[config.mk]
export PLATFORM = sky130hd
export DESIGN_NAME = dma_in_chan_ctl
export DESIGN_NICKNAME = d
export VERILOG_FILES = /design/src/rtl/dma_in_pkg.sv /design/src/rtl/dma_in_ready_path.sv /design/src/rtl/dma_in_term.sv /design/src/rtl/dma_in_flags.sv /design/src/rtl/dma_in_chan_ctl.sv
export SDC_FILE = /design/constraint.sdc
export NUM_CORES = 1
export LEC_CHECK = 0
export CORE_AREA = 2 2 39 41
export CTS_CLUSTER_DIAMETER = 200
export DETAILED_ROUTE_END_ITERATION = 8
export DIE_AREA = 0 0 41 43
export PLACE_DENSITY_LB_ADDON = 0.12
export SLEW_MARGIN = 20
export SYNTH_ARGS = -nofsm -noshare
export SYNTH_HDL_FRONTEND = slang
export SYNTH_SLANG_ARGS = --single-unit
[constraint.sdc]
create_clock -name clk -period 3.7 [get_ports clk]
set_clock_uncertainty 0.1 [all_clocks]
set_input_delay 0.555 -clock clk [delete_from_list [all_inputs] [get_ports clk]]
set_output_delay 0.555 -clock clk [all_outputs]
set_load 0.1 [all_outputs]
[src/rtl/dma_in_pkg.sv]
package dma_in_pkg;

    typedef enum logic [1:0] {
        RDY_NONE   = 2'd0,
        RDY_HOLD   = 2'd1,
        RDY_TAKE   = 2'd2,
        RDY_DOUBLE = 2'd3
    } rdy_kind_e;

    typedef struct packed {
        logic par_fault;
        logic chan_err;
    } err_flags_s;

    // Decide what an incoming ready pulse means in the current state.
    function automatic rdy_kind_e classify_ready(
        input logic ready,
        input logic active,
        input logic at_limit,
        input logic busy
    );
        rdy_kind_e k;
        if (!ready)                  k = RDY_NONE;
        else if (!active)            k = RDY_HOLD;
        else if (at_limit || busy)   k = RDY_DOUBLE;
        else                         k = RDY_TAKE;
        return k;
    endfunction

endpackage

[src/rtl/dma_in_ready_path.sv]
module dma_in_ready_path
    import dma_in_pkg::*;
(
    input  logic clk,
    input  logic rst,
    input  logic mclr,
    input  logic in_ready,
    input  logic at_limit,
    input  logic mem_ack,
    input  logic active,
    output logic double_rdy,
    output logic mem_req,
    output logic ref_pend,
    output logic held_rdy
);
    rdy_kind_e kind;
    logic      consume;
    logic      req_d;

    always_comb begin
        kind       = classify_ready(in_ready, active, at_limit, ref_pend | held_rdy);
        double_rdy = (kind == RDY_DOUBLE);
        consume    = held_rdy && active && !at_limit && !ref_pend && !in_ready;
        req_d      = (kind == RDY_TAKE) || consume;
    end

    always_ff @(posedge clk) begin
        if (rst || mclr) begin
            mem_req  <= 1'b0;
            ref_pend <= 1'b0;
            held_rdy <= 1'b0;
        end else begin
            mem_req <= req_d;
            if (req_d)        ref_pend <= 1'b1;
            else if (mem_ack) ref_pend <= 1'b0;
            if (consume)               held_rdy <= 1'b0;
            else if (kind == RDY_HOLD) held_rdy <= 1'b1;
        end
    end
endmodule

[src/rtl/dma_in_term.sv]
module dma_in_term (
    input  logic clk,
    input  logic rst,
    input  logic mclr,
    input  logic activate,
    input  logic in_disc,
    input  logic at_limit,
    output logic term,
    output logic active,
    output logic irq
);
    always_comb term = active && (at_limit || in_disc);

    always_ff @(posedge clk) begin
        if (rst || mclr) begin
            active <= 1'b0;
            irq    <= 1'b0;
        end else begin
            irq <= term;
            if (active) active <= !term;
            else        active <= activate;
        end
    end
endmodule

[src/rtl/dma_in_flags.sv]
module dma_in_flags
    import dma_in_pkg::*;
(
    input  logic       clk,
    input  logic       rst,
    input  logic       mclr,
    input  logic       clr_io,
    input  logic       flag_clr,
    input  logic       par_err,
    input  logic       double_rdy,
    input  logic       term,
    output err_flags_s flags
);
    logic err_set;

    always_comb err_set = double_rdy || (term && flags.par_fault);

    always_ff @(posedge clk) begin
        if (rst || mclr) begin
            flags <= '0;
        end else begin
            if (clr_io)       flags.par_fault <= 1'b0;
            else if (par_err) flags.par_fault <= 1'b1;
            if (clr_io || flag_clr) flags.chan_err <= 1'b0;
            else if (err_set)       flags.chan_err <= 1'b1;
        end
    end
endmodule

[src/rtl/dma_in_chan_ctl.sv]
module dma_in_chan_ctl
    import dma_in_pkg::*;
(
    input  logic clk,
    input  logic rst,
    input  logic in_ready,
    input  logic in_disc,
    input  logic par_err,
    input  logic clr_io,
    input  logic mclr,
    input  logic activate,
    input  logic at_limit,
    input  logic mem_ack,
    input  logic flag_clr,
    output logic mem_req,
    output logic irq,
    output logic active,
    output logic chan_err,
    output logic par_fault,
    output logic held_rdy,
    output logic ref_pend
);
    logic       term;
    logic       double_rdy;
    err_flags_s flags;

    dma_in_term u_term (
        .clk(clk), .rst(rst), .mclr(mclr), .activate(activate),
        .in_disc(in_disc), .at_limit(at_limit),
        .term(term), .active(active), .irq(irq)
    );

    dma_in_ready_path u_ready (
        .clk(clk), .rst(rst), .mclr(mclr), .in_ready(in_ready),
        .at_limit(at_limit), .mem_ack(mem_ack), .active(active),
        .double_rdy(double_rdy), .mem_req(mem_req),
        .ref_pend(ref_pend), .held_rdy(held_rdy)
    );

    dma_in_flags u_flags (
        .clk(clk), .rst(rst), .mclr(mclr), .clr_io(clr_io),
        .flag_clr(flag_clr), .par_err(par_err),
        .double_rdy(double_rdy), .term(term), .flags(flags)
    );

    assign chan_err  = flags.chan_err;
    assign par_fault = flags.par_fault;
endmodule

==> impl_metrics.toml, run 1 <==
[routing]
routed_via_density = 4.318
ant_nets = 0
wl_per_cell_um = 10.00
wirelength_um = 660
drc_errors = 0
drt_iter0_drc = 4
vias = 285
drt_pass1_iterations = 3

[pwr]
power.density_nw_per_um2 = 376.3
p_leak_nw = 0.1689
worst_ir_drop_vdd_v = 0.0001456
p_total_mw = 0.1836

[placed_design]
pre_cts_slack_ns = 1.444
place.gp.congestion = 0.6432
postPlaceCellArea_sq_um = 461.7
portBuffers = 17
dp_cells = 62
dp_hpwl_um = 517

[clock_tree]
cts_tree = "done"
cts_made_buffers = 3
clockRootBuffer = "clkbuf_4"
htree_levels = 1
cts.path.max_buffers = 2
cts_hold_buf = 0
cts_post_setup_buffers_inserted = 0
cts.sinks = 7
clkLatencyLatePin_ns = 0.25
clk_pin_slew_ns = 0.06
cts_resized = 0

[status]
status = "finished, final reports clean"

[yosys]
syn-num-nets = 40
seq_area_frac_synth = 0.5161
avgSynthCellArea_sq_um = 9.362
synth_top_area_frac = 0.5161
netlist_area_sq_um = 271.5
yosys_warnings = 0
synth_cell_types = 14
synthCells = 29
ys_ff_latch = 7
yosysTopAreaCell = "dfxtp_1"
synth_area_leaders = "dfxtp_1 (52%), nor4_1 (12%), nor2_1 (6.9%)"

[flow_run]
maxCapViolations = 0

[cells_and_area]
fin_cells = 66
fin_nets = 62
syn_to_final_growth_pct = 79.72
multi_input_area_sq_um = 127.6
n_antenna_cell = 0
seq_area_sq_um = 140.1
drive_gt1_frac = 0.1000
fill_cells = 147
final_util = 0.3526
stdcell_area_sq_um = 488.0

[critical_path]
critPathKind = "reg2out"
arrival_ns = 1.86
worst-path-max-fanout = 6
cp-end-kind = "primary output"
critical-path-top-delay-family = "buffers and inverters"
critPathSlowestCell = "clkdlybuf4s50_1"
path_buf_inv = 1
critical_path.cell_chain = "clkdlybuf4s50_1"
crit_path_start_kind = "register"
required_ns = 3.04
worst_path_largest_cell_delay_ns = 1.18

[timing]
slew_violations = 0
setup_slack_ns = 1.181
finalCriticalPeriod_ns = 2.519
clock.fmax_mhz = 397.0
whs_ns = 0.3779
tightest_slew_ns = 0.9663
maxSlewHeadroom = 0.3538
hold_viol = 0
period_share = 0.6807
fin_tns_setup_ns = 0
setup_viol = 0
rsz0062_at_grt = "false"

[floorplanning]
dieArea_sq_um = 1763
num_rows = 14
die_w_um = 41
num_io_pins = 18
die_h_um = 43
core-area_sq_um = 1384
start_util = 0.1962

[grt]
grt_pass1_wl_mm = 1.083
grt_max_degree = 7
grt_pass1_vias = 269
grt_overflow_total = 0
grt_use_total = 0.09045
antenna_found_initial = 0

[worst_hold_path]
worstHoldPathType = "reg2reg"
==> cell families after synthesis <==
kind of cell / count (synthesis) / synth area share
AO/OA/AOI/OAI: 4 / 0.1198
XOR/XNOR: 1 / 0.03226
buffers and inverters: 1 / 0.01381
flip-flops: 7 / 0.5161
multiplexers: 1 / 0.03687
AND/OR/NAND/NOR: 15 / 0.2811
==> area by class of cell <==
class,count,share of cell area
Timing Repair Buffer,17,0.3487
Sequential cell,7,0.2872
Multi-Input combinational cell,21,0.2615
Inverter,1,0.007692
Clock buffer,4,0.05385
Tap cell,16,0.04103
==> routing by layer <==
layer / share of wire / wire, um / vias up / global-route usage
met4: 0 / 0 / 0 / 0.02000
li1: - / - / 150 / -
met3: 0.11 / 71 / 0 / 0.06283
met2: 0.44 / 289 / 15 / 0.1156
met5: 0 / 0 / - / 0
met1: 0.45 / 299 / 120 / 0.1226
==> state kept, by name, summed over array words and instances, names as in the netlist <==
register          cells
u_ready.mem_req       1
u_term.active         1
u_ready.ref_pend      1
u_term.irq            1
u_flags.flags         2
u_ready.held_rdy      1
==> worst paths after layout <==
| path | startpoint | end | slack [ns] | cells after the start |
|---|---|---|---|---|
| worst max register to register | u_term.active$_SDFF_PP0_ | u_ready.ref_pend$_SDFFE_PP0P_ | 2.39 | 3 |
| worst min register to register | u_flags.flags[0]$_SDFFE_PP0P_ | u_flags.flags[0]$_SDFFE_PP0P_ | 0.38 | 1 |
| worst min-delay path | u_flags.flags[0]$_SDFFE_PP0P_ | u_flags.flags[0]$_SDFFE_PP0P_ | 0.38 | 1 |
| worst max-delay path | u_term.active$_SDFF_PP0_ | active | 1.18 | 1 |
==> layout by cell type (no fill, tap or decap) <==
master	Yosys	routed
clkdlybuf4s50_1	0	17
dfxtp_1	7	7
nor2_1	5	5
nor4_1	5	5
clkbuf_4	0	3
nand2_1	2	2
inv_2	1	1
a21oi_1	1	1
nand2b_1	1	1
xnor2_1	1	1
or4_1	1	1
a21boi_1	1	1
mux2i_1	1	1
nor3_1	1	1
o311a_2	1	1
o31a_1	1	1
clkbuf_1	0	1
==> power breakdown <==
| part | switching (mW) | internal [mW] | total, mW |
|---|---|---|---|
| sequential | 0.00186 | 0.0771 | 0.0790 |
| combinational | 0.0195 | 0.0152 | 0.0347 |
| clock | 0.0288 | 0.0412 | 0.0700 |
==> cells in the mapped netlist (all sizes together) <==
master and count:
dfxtp 7, nor2 5, nor4 5, nand2 2, a21boi 1, a21oi 1
inv 1, mux2i 1, nand2b 1, nor3 1, o311a 1, o31a 1
or4 1, xnor2 1
Power figures use the tool's default switching activity.
==> run 2: changes to the inputs <==
==> constraint.sdc (replaced) <==
create_clock -name clk -period 2.6 [get_ports clk]
set_clock_uncertainty 0.1 [all_clocks]
set_input_delay 0.39 -clock clk [delete_from_list [all_inputs] [get_ports clk]]
set_output_delay 0.39 -clock clk [all_outputs]
set_load 0.1 [all_outputs]
==> run 2 against run 1 <==
  * Routed wire length decreased by 1.1%
  * Cell count unchanged
  * Hold slack improved by 0.020 ns
  * Critical path depth unchanged
  * Core utilization decreased by 1.3 points
  * Sequential power increased by 43%
  * Die area unchanged
  * Register-to-register slack got worse by 1.1 ns
  * Via count decreased by 1.4%
  * Non-clock buffer count unchanged
  * First-iteration DRC count decreased by 50%
  * Critical endpoint unchanged
==> impl_metrics.toml, run 2 (synthesized netlist as in run 1, its figures left out) <==
[routing]
wirelength_um = 653
wl_per_cell_um = 9.894
drc_errors = 0
ant_nets = 0
drt_iter0_drc = 2
routed_via_density = 4.258
vias = 281
drt_pass1_iterations = 2

[cells_and_area]
n_antenna_cell = 0
largest_register_ffs = 2
most-common-layout-cells = "clkdlybuf4s50_1 (10), buf_4 (7), dfxtp_1 (7), nor2_1 (5), nor4_1 (5)"
syn_to_final_growth_pct = 73.27
fill_cells = 149
seq_area_sq_um = 140.1
fin_nets = 62
final_common_cell = "clkdlybuf4s50_1"
regMostFlops = "u_flags.flags"
multi_input_area_sq_um = 127.6
drive_gt1_frac = 0.2400
final_util = 0.3400

[timing]
whs_ns = 0.3981
tightest_slew_ns = 0.2633
maxSlewHeadroom = 0.8228
hold_viol = 0
slew_violations = 0
period_share = 0.5845
clock.fmax_mhz = 658.0
setup_viol = 0
fin_tns_setup_ns = 0
rsz0062_at_grt = "false"
finalCriticalPeriod_ns = 1.520
setup_slack_ns = 1.080

[pwr]
seq_power_share = 0.434
power.density_nw_per_um2 = 551.7
clkPwrFrac = 0.380
switchingPower_mw = 0.07036
p_leak_nw = 0.1826
power_frac_comb = 0.186
internal_power_mw = 0.1892
switching_share = 0.2711
worst_ir_drop_vdd_v = 0.0001593

[critical_path]
path_buf_inv = 1
arrival_ns = 1.03
critical-path-top-delay-family = "flip-flops"
crit_path_start_kind = "register"
worst_path_largest_cell_delay_ns = 0.44
critical_path.cell_chain = "buf_4"
required_ns = 2.11
worst-path-max-fanout = 6
critPathSlowestCell = "dfxtp_1"
cp-end-kind = "primary output"
critPathKind = "reg2out"

[clock_tree]
cts_resized = 0
cts_hold_buf = 0
cts.path.max_buffers = 2
cts_made_buffers = 3
cts.sinks = 7
cts_post_setup_buffers_inserted = 0
clk_pin_slew_ns = 0.05
clockRootBuffer = "clkbuf_4"
clkLatencyLatePin_ns = 0.25
htree_levels = 1
cts_tree = "done"

[status]
status = "finished, final reports clean"

[placed_design]
place.gp.congestion = 0.6506
dp_hpwl_um = 494.3
pre_cts_slack_ns = 0.8679
portBuffers = 17

[floorplanning]
die_h_um = 43
core-area_sq_um = 1384
dieArea_sq_um = 1763
start_util = 0.1962
num_rows = 14
num_io_pins = 18
die_w_um = 41

[flow_run]
maxCapViolations = 0

[grt]
grt_use_total = 0.09648
grt_max_degree = 7
grt_pass1_wl_mm = 1.062
grt_overflow_total = 0
grt_pass1_vias = 274
antenna_found_initial = 0

[worst_hold_path]
worstHoldPathType = "reg2reg"
-- run 2: power groups by stage --
stage	Combinational (mW)	Sequential (mW)	Clock, mW
floorplan	0.00811	0.132	0
global placement	0.0483	0.115	0
detailed placement	0.0485	0.115	0
CTS	0.0486	0.112	0.106
global route	0.0514	0.113	0.112
finish	0.0483	0.113	0.0987
-- run 2: cell type report --
cell class                      instances  area share
Inverter                                1    0.007979
Timing Repair Buffer                   17      0.3245
Tap cell                               16     0.04255
Sequential cell                         7      0.2979
Clock buffer                            4     0.05585
Multi-Input combinational cell         21      0.2713
-- run 2: worst reg2reg max path: cells and delay by family (launching register included) --
| kind | cells | cell delay (ns) |
|---|---|---|
| buf+inv | 1 | 0.07 |
| simple gates | 1 | 0.49 |
| compound gates | 1 | 0.14 |
| flops | 1 | 0.44 |
-- run 2: stage by stage --
step | total power, mW | cell area (sq um) | instances
3_3_place_gp | 0.1630 | 444.2 | 62
5_1_grt | 0.2757 | 470.5 | 66
2_1_floorplan | 0.1399 | 271.5 | 29
6_report | 0.2595 | 470.5 | 66
3_5_place_dp | 0.1633 | 444.2 | 62
4_1_cts | 0.2667 | 470.5 | 66
-- run 2: metal layers --
| layer | track usage | up-vias | part of all wire |
|---|---|---|---|
| li1 | - | 149 | - |
| met1 | 0.1000 | 117 | 0.44 |
| met2 | 0.1250 | 13 | 0.43 |
| met3 | 0.03665 | 2 | 0.11 |
| met4 | 0.1200 | 0 | 0.015 |
| met5 | 0 | - | 0 |
-- run 2: final timing paths --
path,start,to,depth (start not counted),slack [ns]
setup reg to reg,u_term.active$_SDFF_PP0_,u_ready.ref_pend$_SDFFE_PP0P_,3,1.30
setup / recovery,u_term.active$_SDFF_PP0_,active,1,1.08
hold reg to reg,u_flags.flags[0]$_SDFFE_PP0P_,u_flags.flags[0]$_SDFFE_PP0P_,1,0.40
hold / removal,u_flags.flags[0]$_SDFFE_PP0P_,u_flags.flags[0]$_SDFFE_PP0P_,1,0.40
